### src/rtl/cxu_pkg.sv
package cxu_pkg;
    localparam int unsigned NUM_EL = 8;
    localparam int unsigned EL_W   = 32;
    localparam int unsigned CNT_W  = $clog2(NUM_EL + 1);
    localparam int unsigned IDX_W  = $clog2(NUM_EL);
    localparam int unsigned VEC_W  = NUM_EL * EL_W;

    typedef enum logic {
        OP_COMPRESS = 1'b0,
        OP_EXPAND   = 1'b1
    } cxu_op_e;

    typedef enum logic {
        ST_IDLE   = 1'b0,
        ST_RESULT = 1'b1
    } cxu_state_e;
endpackage

### src/rtl/cxu_rank.sv
// Exclusive prefix population count of the mask: rank of each element
// among the active ones, plus the total number of active elements.
module cxu_rank #(
    parameter int unsigned NUM_EL = 8,
    localparam int unsigned CNT_W = $clog2(NUM_EL + 1)
) (
    input  logic [NUM_EL-1:0]       mask,
    output logic [NUM_EL*CNT_W-1:0] rank_flat,
    output logic [CNT_W-1:0]        total
);
    logic [CNT_W-1:0] run [NUM_EL+1];

    assign run[0] = '0;

    for (genvar i = 0; i < NUM_EL; i++) begin : g_run
        assign run[i+1] = run[i] + {{(CNT_W-1){1'b0}}, mask[i]};
        assign rank_flat[i*CNT_W +: CNT_W] = run[i];
    end

    assign total = run[NUM_EL];
endmodule

### src/rtl/cxu_compress.sv
// Packs active elements toward element 0; unused tail is zero.
module cxu_compress #(
    parameter int unsigned NUM_EL = 8,
    parameter int unsigned EL_W   = 32,
    localparam int unsigned CNT_W = $clog2(NUM_EL + 1)
) (
    input  logic [NUM_EL-1:0]       mask,
    input  logic [NUM_EL*CNT_W-1:0] rank_flat,
    input  logic [NUM_EL*EL_W-1:0]  src,
    output logic [NUM_EL*EL_W-1:0]  dst
);
    for (genvar j = 0; j < NUM_EL; j++) begin : g_slot
        logic [EL_W-1:0] acc;
        always_comb begin
            acc = '0;
            for (int i = 0; i < NUM_EL; i++) begin
                if (mask[i] && (rank_flat[i*CNT_W +: CNT_W] == CNT_W'(j))) begin
                    acc = acc | src[i*EL_W +: EL_W];
                end
            end
        end
        assign dst[j*EL_W +: EL_W] = acc;
    end
endmodule

### src/rtl/cxu_expand.sv
// Spreads low source elements onto active positions; inactive keep old.
module cxu_expand #(
    parameter int unsigned NUM_EL = 8,
    parameter int unsigned EL_W   = 32,
    localparam int unsigned CNT_W = $clog2(NUM_EL + 1),
    localparam int unsigned IDX_W = (NUM_EL > 1) ? $clog2(NUM_EL) : 1
) (
    input  logic [NUM_EL-1:0]       mask,
    input  logic [NUM_EL*CNT_W-1:0] rank_flat,
    input  logic [NUM_EL*EL_W-1:0]  src,
    input  logic [NUM_EL*EL_W-1:0]  old,
    output logic [NUM_EL*EL_W-1:0]  dst
);
    logic [EL_W-1:0] src_arr [NUM_EL];

    for (genvar i = 0; i < NUM_EL; i++) begin : g_unpack
        assign src_arr[i] = src[i*EL_W +: EL_W];
    end

    for (genvar j = 0; j < NUM_EL; j++) begin : g_slot
        logic [CNT_W-1:0] r;
        logic [IDX_W-1:0] sel;
        assign r   = rank_flat[j*CNT_W +: CNT_W];
        assign sel = r[IDX_W-1:0];
        assign dst[j*EL_W +: EL_W] = mask[j] ? src_arr[sel] : old[j*EL_W +: EL_W];
    end
endmodule

### src/rtl/cxu_top.sv
module cxu_top
    import cxu_pkg::*;
(
    input  logic                    clk,
    input  logic                    rst_n,
    input  logic                    in_valid,
    input  logic                    in_op,
    input  logic [NUM_EL-1:0]       in_mask,
    input  logic [VEC_W-1:0]        in_src,
    input  logic [VEC_W-1:0]        in_old,
    output logic                    out_valid,
    output logic [VEC_W-1:0]        out_vec,
    output logic [CNT_W-1:0]        out_count
);
    cxu_state_e              state_q, state_d;
    logic [NUM_EL*CNT_W-1:0] rank_flat;
    logic [CNT_W-1:0]        total;
    logic [VEC_W-1:0]        cmp_vec;
    logic [VEC_W-1:0]        exp_vec;
    logic [VEC_W-1:0]        sel_vec;
    cxu_op_e                 op;

    assign op = cxu_op_e'(in_op);

    cxu_rank #(.NUM_EL(NUM_EL)) u_rank (
        .mask      (in_mask),
        .rank_flat (rank_flat),
        .total     (total)
    );

    cxu_compress #(.NUM_EL(NUM_EL), .EL_W(EL_W)) u_compress (
        .mask      (in_mask),
        .rank_flat (rank_flat),
        .src       (in_src),
        .dst       (cmp_vec)
    );

    cxu_expand #(.NUM_EL(NUM_EL), .EL_W(EL_W)) u_expand (
        .mask      (in_mask),
        .rank_flat (rank_flat),
        .src       (in_src),
        .old       (in_old),
        .dst       (exp_vec)
    );

    always_comb begin
        unique case (op)
            OP_COMPRESS: sel_vec = cmp_vec;
            OP_EXPAND:   sel_vec = exp_vec;
            default:     sel_vec = cmp_vec;
        endcase
    end

    // next-state logic
    always_comb begin
        state_d = state_q;
        unique case (state_q)
            ST_IDLE:   state_d = in_valid ? ST_RESULT : ST_IDLE;
            ST_RESULT: state_d = in_valid ? ST_RESULT : ST_IDLE;
            default:   state_d = ST_IDLE;
        endcase
    end

    // state register
    always_ff @(posedge clk or negedge rst_n) begin
        if (!rst_n) begin
            state_q <= ST_IDLE;
        end else begin
            state_q <= state_d;
        end
    end

    // output process
    always_ff @(posedge clk or negedge rst_n) begin
        if (!rst_n) begin
            out_vec   <= '0;
            out_count <= '0;
        end else if (in_valid) begin
            out_vec   <= sel_vec;
            out_count <= total;
        end
    end

    assign out_valid = (state_q == ST_RESULT);

    // ---------------- assertions ----------------
    AST_RESULT_LATENCY: assert property (@(posedge clk) disable iff (!rst_n)
        in_valid |=> out_valid);
    AST_IDLE_DROP: assert property (@(posedge clk) disable iff (!rst_n)
        !in_valid |=> !out_valid);
    AST_IDLE_HOLD: assert property (@(posedge clk) disable iff (!rst_n)
        !in_valid |=> ($stable(out_vec) && $stable(out_count)));
    AST_COUNT_POPCNT: assert property (@(posedge clk) disable iff (!rst_n)
        in_valid |=> (32'(out_count) == $countones($past(in_mask))));
    AST_EMPTY_COMPRESS: assert property (@(posedge clk) disable iff (!rst_n)
        (in_valid && !in_op && in_mask == '0) |=> (out_vec == '0));

    for (genvar j = 0; j < NUM_EL; j++) begin : g_chk
        AST_EXPAND_KEEP: assert property (@(posedge clk) disable iff (!rst_n)
            (in_valid && in_op && !in_mask[j]) |=>
            (out_vec[j*EL_W +: EL_W] == $past(in_old[j*EL_W +: EL_W])));
        AST_COMPRESS_TAIL: assert property (@(posedge clk) disable iff (!rst_n)
            (in_valid && !in_op && ($countones(in_mask) <= j)) |=>
            (out_vec[j*EL_W +: EL_W] == '0));
    end
endmodule

### config.mk
export PLATFORM = sky130hd
export DESIGN_NAME = cxu_top
export DESIGN_NICKNAME = d
export VERILOG_FILES = /design/src/rtl/cxu_pkg.sv /design/src/rtl/cxu_rank.sv /design/src/rtl/cxu_compress.sv /design/src/rtl/cxu_expand.sv /design/src/rtl/cxu_top.sv
export SDC_FILE = /design/constraint.sdc
export NUM_CORES = 2
export LEC_CHECK = 0
export BUFFER_PORTS_ARGS = -buffer_cell sky130_fd_sc_hd__buf_2
export CAP_MARGIN = 40
export CORE_MARGIN = 2
export CORE_UTILIZATION = 23
export CTS_CLUSTER_SIZE = 8
export DETAILED_ROUTE_END_ITERATION = 6
export GPL_ROUTABILITY_DRIVEN = 0
export PLACE_DENSITY = 0.41
export SKIP_LAST_GASP = 1
export SYNTH_ARGS = -nofsm -noshare
export SYNTH_HDL_FRONTEND = slang
export SYNTH_SLANG_ARGS = --single-unit
export TNS_END_PERCENT = 100
### constraint.sdc
create_clock -name clk -period 3.2 [get_ports clk]
set_input_delay 0.16 -clock clk [delete_from_list [all_inputs] [get_ports clk]]
set_output_delay 0.16 -clock clk [all_outputs]
set_load 0.01 [all_outputs]
After elaboration in Yosys (flattened, before gate mapping)
Index checks and enable logic that the tools add are counted.

word-level totals
  bits in registers = 261
  logic and storage cells = 249

operators by class
  mux-type cells = 82
  $lt $le $gt $ge = 7
  add/sub/neg operators = 7
  reductions and logical operators = 57
  equal/unequal tests = 42
  bitwise operators = 51

operators by type and width
  operator            count
  $mux 32             73
  $or 32x32->32       43
  $bmux 32 s3         7
  $pmux 256 s2        1
  $eq 4x3->1 const B  20
  $logic_and 1x1->1   50
  $eq 4x2->1 const B  10
  $ge 4x4->1 const B  7
  $logic_not 4->1     7
  $add 4x1->4         6
  $eq 4x1->1 const B  5
  $not 3->4           5
  $eq 2x3->1 const B  4
  $eq 2x2->1 const B  2
  $not 1->4           1
  $not 2->4           1
  $add 1x1->2         1
  $eq 2x1->1 const B  1
  $mux 1              1
  $not 1->1           1

Longest topological paths before layout
  depth in word-level cells = 16
  depth in mapped cells = 19
  gate-level depth less buffers = 14

By module
Synthesis repeated with hierarchy kept, for this count alone.

unflattened totals
  cell total of the unflattened synthesis = 6280
  area, all modules = 48833.1 um^2

by module, submodules not included
  module        cells an instance  seq. area each (um^2)  area an instance (um^2)  times used
  cxu_expand    2896               0.0                    22351.4                  1
  cxu_compress  2187               0.0                    13648.1                  1
  cxu_top       1119               6531.3                 12181.7                  1
  cxu_rank      78                 0.0                    651.9                    1

Least setup slack after synthesis
OpenSTA, ideal clock, no wires.

  path kind = input-to-reg
  from = input port in_mask[0]
  to = register out_vec[236]
  arrival = 4493 ps
  setup time = 132 ps
  cell stages on the path = 17
  required time = 3068 ps
  setup slack = -1425 ps
  cell sequence = fa_1 ha_1 xnor2_1 inv_1 buf_2 buf_2 buf_2 ha_1 ha_1 ha_1 clkbuf_1 clkbuf_1 clkbuf_1 mux4_2 mux2_1 o21ai_0 a21oi_1

between the ends
  longest elaborated chain between the ends = 15

ends and longest elaborated chain
  item                                                  line            text
  from (decl)                                           cxu_top.sv:8    input logic [NUM_EL-1:0] in_mask,
  $add 1x1->2 *                                         cxu_rank.sv:16  assign run[i+1] = run[i] + {{(CNT_W-1){1'b0}}, mask[i]};
  branches (longest 13 deep; another with $add 4x1->4)  --
  $pmux 256 s2 *                                        cxu_top.sv:47   unique case (op)
  to (signal assigned)                                  cxu_top.sv:79   out_vec <= sel_vec;
  to (decl)                                             cxu_top.sv:12   output logic [VEC_W-1:0] out_vec,

Mark *: on every way between the ends. The select of a mux whose other input is x is not followed.
A chain may end at the register's enable or synchronous reset.

Worst setup path in the final report
  from = input port in_mask[2]
  to = register out_vec[216]

between the ends
  longest elaborated chain between the ends = 13

ends and longest elaborated chain
  item                                                  line
  branches (longest 12 deep; another with $add 4x1->4)  --
  $pmux 256 s2 *                                        cxu_top.sv:47

Marks and branches as above.

==> results by stage <==
Critical path:
- The capture instance of the worst register-to-register path is out_vec[172].
- The maximum fanout along the worst path is 6.
- The delay of the slowest cell on the worst path is approximately 900 ps.
- The worst register-to-register path has a setup slack of between 1500 and 2000 ps.
- The path type of the worst setup path is in -> reg.
- Among the stages of the critical path, the cell type that occurs most often is sky130_fd_sc_hd__ha_4.
- The kind of start point of the critical path is a primary input.
- The startpoint identified for the worst register-to-register timing path is out_vec[172].
- STA classifies the critical path endpoint as a flop.
- For this design, the slowest cell found on the critical path is sky130_fd_sc_hd__fa_4.
- The path depth of the worst reg2reg path is 3.
- STA puts the critical path data required time at roughly 3800 ps.
- The critical path goes through buf_8 -> fa_4 -> ha_4 -> ha_4 -> ha_4 -> nand3_2 -> or3_4 -> o211a_4 -> mux2i_4 -> a2111oi_4 -> buf_6 -> buf_12 -> o21ai_1 -> a21oi_1.
- In this run the worst setup path begins at in_mask[2].
- The critical path data arrival time is approximately 3800 ps.

Outcome:
- The final reports fail on negative setup slack.
- The flow ran to the end, but the final reports show violations.

Drt:
- The initial detailed-routing violation count is ~6400.
- The count of vias placed by the detailed router is ~44000.
- For this block, the routed nets add up to between 200000 and 300000 um of wire.
- Dividing the detail-routed via count by the number of cells gives ~6.9.
- Before antenna repair, the detailed router went through 6 iterations.
- The wire length per cell is 43.62 um.
- The detail route stage leaves a number of antenna-violating nets equal to 0.
- The number of remaining DRC errors is 0.

Synth:
- The cell area that synthesis handed to floorplanning was 33940 um^2.
- The portion of synthesized cell area occupied by the leading cell type is a little over a fifth.
- The count of synthesis-stage warnings from yosys is 0.
- The predominant post-synthesis flop cell is sky130_fd_sc_hd__dfrtp_1.
- By area the synthesized netlist is led by sky130_fd_sc_hd__mux4_2 22%, sky130_fd_sc_hd__dfrtp_1 19%, sky130_fd_sc_hd__a221o_1 12%.
- The sequential area share after synthesis is just under 20%.
- Dividing the synthesized area by the synthesized cell count gives between 9 and 10 um^2.
- The async set-reset flop share out of synthesis is 100.0%.
- The net count of the mapped netlist is around 4200.
- The largest total area in the synthesized netlist belongs to sky130_fd_sc_hd__mux4_2.
- The synthesized netlist cell count is roughly 3700.
- The number of unique standard cell types used by synthesis is between 60 and 70.
- In this run, synthesis produced a sequential element count of 261.
- The number of flops mapped to enable cells by yosys is 0.
- In the synthesized netlist, the cells that appear most often are 520 x sky130_fd_sc_hd__clkbuf_1, 414 x sky130_fd_sc_hd__a221o_1, 330 x sky130_fd_sc_hd__mux4_2, 280 x sky130_fd_sc_hd__a21oi_1, 261 x sky130_fd_sc_hd__dfrtp_1.
- The most common cell in the netlist is sky130_fd_sc_hd__clkbuf_1.

Die:
- The die extent in y is about 390 um.
- Measured along the x axis, the die boundary spans slightly below 400 um.
- The die outline area is roughly 150000 um^2.
- 785 I/O pins were placed.
- In this run the core area contains 140 standard-cell rows.
- The initial utilization of the core area, before any placement, comes to between 20% and 30%.
- The area of the core is ~150000 um^2.

Power and ir drop:
- The final total power is between 20 and 30 mW.
- The static power due to leakage is roughly 18 nW.
- In this run the power density over the cells is 547.9 nW/um^2.
- Across the VDD grid, the largest voltage drop is approximately 520 uV.

Global route:
- The overflow left after global routing is 0.
- The number of antenna violations at the first check in global routing came to 40.
- The number of global-route vias before repair is 41610.
- In the global route stage, overall resource usage came out at between 30% and 40%.
- The first global-routing pass estimated 365900 um of wire.
- The pin count of the biggest net entering global routing is 98.

Hold path:
- The class of the tightest hold or removal check is in -> reg.
- The worst hold path terminates at out_vec[225].
- Counting instances, the worst hold path has a depth of 4.
- The startpoint identified for the worst hold timing path is in_old[225].

Clock network:
- The clock slew seen by the registers of the worst setup and hold paths is about 60 ps.
- CTS built an H-tree with a depth of 2.
- Counting along the longest clock path gives a buffer depth of 3.
- TritonCTS built the clock tree.
- The cell sitting at the root of the clock tree is a sky130_fd_sc_hd__clkbuf_16.
- The clock latency on the worst-skew pair is 620 ps.
- In this run, CTS created clock tree buffers numbering 43.
- The clock net in this run drives a total of 261 sinks.

Layout:
- Cells with a size suffix above 1 make up approximately two fifths of the layout.
- The net count of the finished layout is approximately 5000.
- At the end of the flow the core is filled with cells to around a third.
- From synthesis to final layout, the design area changed by 38.93%.

Run:
- The reported max-cap violation count is 0.

Timing:
- The worst pin sits at a relative slew slack of about a third.
- Once routing completed, OpenROAD measured the worst setup slack at -80.13 ps.
- The worst hold slack is ~15 ps.
- The final period utilization is 102.5%.
- Setup violations remaining at the end of the flow were counted as 56.
- The final worst clock skew is 0 ps.
- The count of pins over their slew limit came to 0.
- Static timing analysis puts the maximum clock frequency at 0.3049 GHz.
- Setup repair after global routing could not meet its margin everywhere.
- For the finished layout, the period the worst path requires is 3280 ps.
- For the pin with the worst max-slew slack, the measured transition is between 900 and 1000 ps.
- The number of failing hold endpoints at the final stage is 0.

Place:
- Detailed placement finished with a half-perimeter wire length of approximately 180000 um.
- The setup slack at placement is -768.3 ps.
- Buffers placed on the I/O ports in this run total approximately 780.
==> cell families after synthesis <==
family,synth area share (%)
compound gates,35.20
xor+xnor,0.4940
fa+ha+maj,0.6120
buf+inv,7.890
flops,19.25
mux,28.29
simple gates,8.270
==> repair_timing <==
action | CTS | global route
setup buffers | 5 | 44
hold buffers | 173 | 0
gates resized for setup | 9 | 241
pin swaps | 7 | 92
hold endpoints to repair | 274 | 0
gates cloned | 2 | 25
endpoints found under the setup margin | 71 | 217
==> state kept, by name (all words and copies together), names as in the netlist <==
signal     cells
out_count      4
out_vec      256
out_valid      1
==> through the flow <==
stage,std cells,TNS [ps],cell area [um^2]
2_1_floorplan,3703,-101330,34430
3_3_place_gp,6061,-144990,42010
3_5_place_dp,6064,-156670,42060
4_1_cts,6313,-65.57,45220
5_1_grt,6396,-14350,47130
6_report,6402,-1190,47150
==> routing by layer <==
layer  track usage [%]  up-vias  wire length [um]
met4             17.62       26             17430
met5            0.2552        -               169
li1                  -    16850                 -
met2             52.67     3810            122400
met3             10.33      830             34620
met1             43.76    22400            104600
==> placed cells by master (no fill, tap or decap), drive strengths merged, types with 10 or more instances in the layout <==
cell,instances
and3,11
nor3,14
a211oi,23
o211ai,24
a221o,414
a221oi,172
a21oi,281
mux2i,142
a21boi,63
ha,15
clkbuf,87
mux4,330
dlygate4sd3,173
o32a,33
buf,1159
o21ai,194
nor2,149
nand3,40
nand4,101
o21a,32
a21o,33
o22ai,91
o22a,33
diode,19
nand2,258
mux2,66
a31oi,159
dfrtp,261
o32ai,34
and2,10
==> power breakdown <==
group          leakage [nW]  switching [mW]  internal, mW
logic                  14.7            9.16          7.10
clock network         0.624            2.16          2.69
registers              3.03           0.758          3.96
total                  18.3            12.1          13.8
==> worst max-delay path by stage <==
stage,end,depth (start not counted)
6_report,out_vec[216],14
2_1_floorplan,out_vec[225],18
5_1_grt,out_vec[153],14
3_3_place_gp,out_vec[255],14
3_5_place_dp,out_vec[255],14
4_1_cts,out_vec[147],14
==> worst max-delay path: cells and delay by family <==
| kind | cells | cell delay [ps] |
|---|---|---|
| adders and majority gates | 4 | 1600 |
| AOI/OAI and AO/OA | 4 | 850 |
| muxes | 1 | 220 |
| buffers and inverters | 3 | 540 |
| and+or+nand+nor | 2 | 450 |
==> area by class of cell <==
class / instances / area (um^2)
Clock buffer: 64 / 1225
Inverter: 7 / 31.28
Multi-Input combinational cell: 2774 / 25930
Sequential cell: 261 / 6531
Fill cell: 15460 / 98940
Clock inverter: 5 / 56.30
Antenna cell: 19 / 47.55
Timing Repair Buffer: 1355 / 10930
Tap cell: 1917 / 2399
Note: power is estimated with default switching activity, not from simulation.
